$ cat config.mk
export PLATFORM = sky130hd
export DESIGN_NAME = sc_coupler_ctrl
export DESIGN_NICKNAME = d
export VERILOG_FILES = /design/src/rtl/sc_coupler_ctrl.sv
export SDC_FILE = /design/constraint.sdc
export NUM_CORES = 1
export LEC_CHECK = 0
export ABC_AREA = 1
export BUFFER_PORTS_ARGS = -buffer_cell sky130_fd_sc_hd__buf_4
export CAP_MARGIN = 20
export CORE_MARGIN = 4
export CORE_UTILIZATION = 25
export CTS_BUF_LIST = sky130_fd_sc_hd__clkbuf_2
export CTS_CLUSTER_SIZE = 20
export DETAILED_ROUTE_END_ITERATION = 6
export PLACE_DENSITY = 0.42
export SYNTH_ARGS = -nofsm -noshare
export SYNTH_HDL_FRONTEND = slang
export SYNTH_SLANG_ARGS = --single-unit
$ cat constraint.sdc
create_clock -name clk -period 2.5 [get_ports clk]
set_input_delay 0.5 -clock clk [delete_from_list [all_inputs] [get_ports clk]]
set_output_delay 0.5 -clock clk [all_outputs]
set_load 0.02 [all_outputs]
$ cat src/rtl/sc_coupler_ctrl.sv
module sc_coupler_ctrl #(
  parameter int SYNC_STAGES = 2,
  parameter int DIV_W       = 2
) (
  input  logic clk,
  input  logic rst_n,
  input  logic cs_n_i,
  input  logic pwr_on_i,
  input  logic mode_n_i,
  input  logic host_rst_i,
  input  logic host_io_i,
  input  logic sync_clk_i,
  input  logic async_clk_i,
  input  logic det_n_i,
  output logic card_rst_o,
  output logic card_clk_o,
  output logic irq_o,
  output logic irq_oe_o
);
  localparam int CFG_W = 3;

  logic             cs_q, pwr_q, async_q, prog_q;
  logic             rst_q, sync_q, irq_q;
  logic [CFG_W-1:0] cfg_q;
  logic [DIV_W-1:0] div_cnt;
  logic [SYNC_STAGES:0] det_sh;

  wire cs_fall   = !cs_n_i && cs_q;
  wire cs_rise   = cs_n_i && !cs_q;
  wire pwr_rise  = pwr_on_i && !pwr_q;
  wire enter_prg = cs_fall && !mode_n_i;
  wire pass      = !cs_n_i && !prog_q && !enter_prg;
  wire insertion = det_sh[SYNC_STAGES] && !det_sh[SYNC_STAGES-1];

  always_ff @(posedge clk or negedge rst_n) begin
    if (!rst_n) begin
      cs_q    <= 1'b1;
      pwr_q   <= 1'b0;
      async_q <= 1'b0;
      det_sh  <= '1;
    end else begin
      cs_q    <= cs_n_i;
      pwr_q   <= pwr_on_i;
      async_q <= async_clk_i;
      det_sh  <= {det_sh[SYNC_STAGES-1:0], det_n_i};
    end
  end

  always_ff @(posedge clk or negedge rst_n) begin
    if (!rst_n) begin
      prog_q <= 1'b0;
      cfg_q  <= '0;
    end else if (prog_q && cs_rise) begin
      prog_q <= 1'b0;
      cfg_q  <= {host_rst_i, host_io_i, sync_clk_i};
    end else if (enter_prg) begin
      prog_q <= 1'b1;
    end
  end

  always_ff @(posedge clk or negedge rst_n) begin
    if (!rst_n) begin
      rst_q  <= 1'b0;
      sync_q <= 1'b0;
    end else if (pass) begin
      rst_q  <= host_rst_i;
      sync_q <= sync_clk_i;
    end
  end

  always_ff @(posedge clk or negedge rst_n) begin
    if (!rst_n)                      div_cnt <= '0;
    else if (async_clk_i && !async_q) div_cnt <= div_cnt + 1'b1;
  end

  always_ff @(posedge clk or negedge rst_n) begin
    if (!rst_n)                   irq_q <= 1'b1;
    else if (insertion)           irq_q <= 1'b0;
    else if (cs_rise || pwr_rise) irq_q <= 1'b1;
  end

  logic async_sel;
  always_comb begin
    case (cfg_q[2:1])
      2'b00:   async_sel = async_clk_i;
      2'b01:   async_sel = div_cnt[0];
      default: async_sel = div_cnt[1];
    endcase
  end

  assign card_clk_o = cfg_q[0] ? sync_q : async_sel;
  assign card_rst_o = rst_q;
  assign irq_o      = irq_q;
  assign irq_oe_o   = !irq_q;

  p_rst_hold_r2: assert property (@(posedge clk) disable iff (!rst_n)
    cs_n_i |=> $stable(card_rst_o));
  p_prog_entry_r3: assert property (@(posedge clk) disable iff (!rst_n)
    (cs_fall && !mode_n_i) |=> prog_q);
  p_cfg_hold_r4: assert property (@(posedge clk) disable iff (!rst_n)
    !(prog_q && cs_rise) |=> $stable(cfg_q));
  p_prog_exit_r5: assert property (@(posedge clk) disable iff (!rst_n)
    (prog_q && cs_rise) |=> !prog_q);
  p_irq_set_r8: assert property (@(posedge clk) disable iff (!rst_n)
    insertion |=> !irq_o);
  p_irq_keep_r9: assert property (@(posedge clk) disable iff (!rst_n)
    (!irq_o && !cs_rise && !pwr_rise) |=> !irq_o);
endmodule

==> impl_metrics.toml <==
[status]
status = "finished, final reports clean"

[clock_network]
cts.sinks = 15
path_clk_slew_ns = 0.15
tritoncts = "built"
insertion_delay_ns = 0.28
post-cts-setup-buffers = 0
cts_htree_levels = 1
postCtsHoldBufs = 0
cts.repair.resized = 0
cts_buffer_depth = 2
cts-root-buf = "clkbuf_2"
cts_made_buffers = 3

[worst_setup_path]
critPathMaxFanout = 2
criticalPathCategory = "reg -> out"
crit_chain = "inv_1 -> nand2_1 -> nand3_1 -> nand3_1 -> nand2_1 -> buf_4"
crit_slowest_cell = "dfrtp_1"
critical_path_arrival_ns = 1.11
cp-start-kind = "flop"
r2r-start = "cs_q"
required_ns = 2.00
critPathCaptureType = "output port"
max_stage_delay_ns = 0.40
critPathLaunch = "cfg_q[1]"

[detailed_routing]
ant_nets = 0
vias = 399
routed_wl_um = 933
drt-vias-per-instance = 3.76
wl_met2_um = 380
drc = 0
top_layer_used = "met4"
first_pass_iters = 2
detail_route.wl_per_cell_um = 8.80
wl_met1_um = 479
met3WireLength_um = 59
drtIter0Drc = 2

[timing]
tightest_slew_ns = 0.194
post-route-period-util = 0.645
rsz0062_at_grt = "no"
fin_tns_setup_ns = 0
finalClockSkew_ns = 0.0185
finalCriticalPeriod_ns = 1.61
clock.fmax_ghz = 0.620
setup_viol_count_final = 0
slew_violations = 0
slew_headroom = 0.871
final_hold_viol_count = 0

[floorplan]
start_util = 0.266
die_area_mm2 = 0.00322
die_x_um = 56.8
core_mm2 = 0.00223
ioPinCount = 14
dieHeight_um = 56.8
rows = 17

[place]
gp_congestion = 0.683
dp.cells = 101
portBuffers = 13
hpwlAfterDp_um = 717

[synth]
synth_seq_cells = 15
ys.warnings.count = 0
synth_xor_area_frac = 0.0295
synth_area_leader_cell = "dfrtp_1"
synthCells = 60
synthMuxAreaShare = 0
synth_top_area_share = 0.421
syn_nets = 70
synthAdderAreaFrac = 0
yosysSeqAreaShare = 0.642
netlist_area_um2 = 594
synth-simple-area-share = 0.158
synth_compound_area_frac = 0.0674
synth_cell_types = 13
synthTopCellsByArea = "dfrtp_1, dfstp_2, inv_1, nand2_1, nand3_2"
synth_top_family_by_area = "simple AND/OR/NAND/NOR gates"
syn_avg_cell_area_um2 = 9.91

[run]
maxCapViolations = 0

[final_layout]
layout-drive-gt1-share = 0.346
n_antenna_cell = 0
nNetsFinal = 89
synthToLayoutAreaGrowth_pct = 27.4
layout.cells.non_filler = 106

[grt]
grt_overflow = 0
grt_first_pass_wirelength_um = 1680
grt_pass1_vias = 388
grt_max_degree = 16
groute.usage.overall = 0.0692
antenna_found_initial = 0

[min_path]
hold_path.class = "in -> reg"
min-delay-start = "det_n_i"

[power_and_ir_drop]
powerDensity_mw_per_mm2 = 801
irDropWorstVdd_v = 0.000396
p_total_mw = 0.607
leakage_nw = 0.402
[layer usage]
metal	up-vias	track usage
li1	213	-
met1	175	0.0816
met2	9	0.0957
met3	2	0.0483
met4	0	0.0298
met5	-	0
[kinds of logic (layout without fill, tap and decap cells)]
family,count (synthesis),in the layout
and+or+nand+nor,20,20
buffers and inverters,16,34
DFF,15,15
AOI/OAI and AO/OA,7,7
xor gates and xnor gates,2,2
[flip-flops by register name, indices dropped and copies added (netlist names)]
register,flops
cfg_q,3
prog_q,1
pwr_q,1
async_q,1
card_rst_o,1
div_cnt,2
cs_q,1
sync_q,1
irq_o,1
det_sh,3
[power by group]
part	switching, mW	internal [mW]	leakage (nW)	total (mW)
clock	0.0756	0.0362	0.0164	0.112
sequential	0.0296	0.300	0.173	0.329
combinational	0.0901	0.0754	0.213	0.166
[stage by stage]
step	utilization	hold slack [ns]	area (um2)	setup WS [ns]
6_report	0.339	0.299	757	0.886
5_1_grt	0.339	0.248	757	0.743
3_5_place_dp	0.325	0.348	727	0.988
3_3_place_gp	0.325	0.346	727	0.992
4_1_cts	0.334	0.0165	747	0.838
2_1_floorplan	-	0.204	594	1.20
[placed cells by master (no fill, tap or decap)]
cell type / instances
inv_1: 15
nand2_1: 14
buf_4: 13
dfrtp_1: 10
dfstp_2: 5
o21ai_1: 4
nand3_1: 3
clkbuf_2: 3
xor2_1: 2
nand3_2: 2
clkinv_2: 2
nor2_2: 1
o21ai_0: 1
o21ai_2: 1
o22ai_1: 1
dlygate4sd3_1: 1
[worst max-delay path, delay by kind of cell, from the launching register on]
kind | cells | cell delay [ns]
buffers and inverters | 2 | 0.21
AND/OR/NAND/NOR | 4 | 0.24
flip-flops | 1 | 0.40
[layout make-up]
type	count	area (um2)
fillers	244	1480
flip-flops and latches	15	382
multi-input cells	29	151
repair buffers	14	108
inverters	16	61.3
well taps	28	35.0
clock buffers	3	15.0
clock inverters	1	5.00
[cell usage after synthesis]
library cell,count
nand3_1,3
xor2_1,2
o21ai_0,1
dfrtp_1,10
o21ai_1,4
nor2_2,1
o22ai_1,1
dfstp_2,5
o21ai_2,1
nand2_1,14
inv_1,15
clkinv_2,1
nand3_2,2
[path summary, 6_finish.rpt]
path                       cells past startpoint          to  slack (ns)
hold reg to reg                                0   det_sh[1]        0.37
setup reg to reg                               5    cfg_q[1]        1.46
max in group asynchronous                      2       irq_o        1.65
setup / recovery                               6  card_clk_o        0.89
hold / removal                                 1   det_sh[0]        0.30
min in group asynchronous                      2      sync_q        0.58
Note: power is estimated with default switching activity, not from simulation.
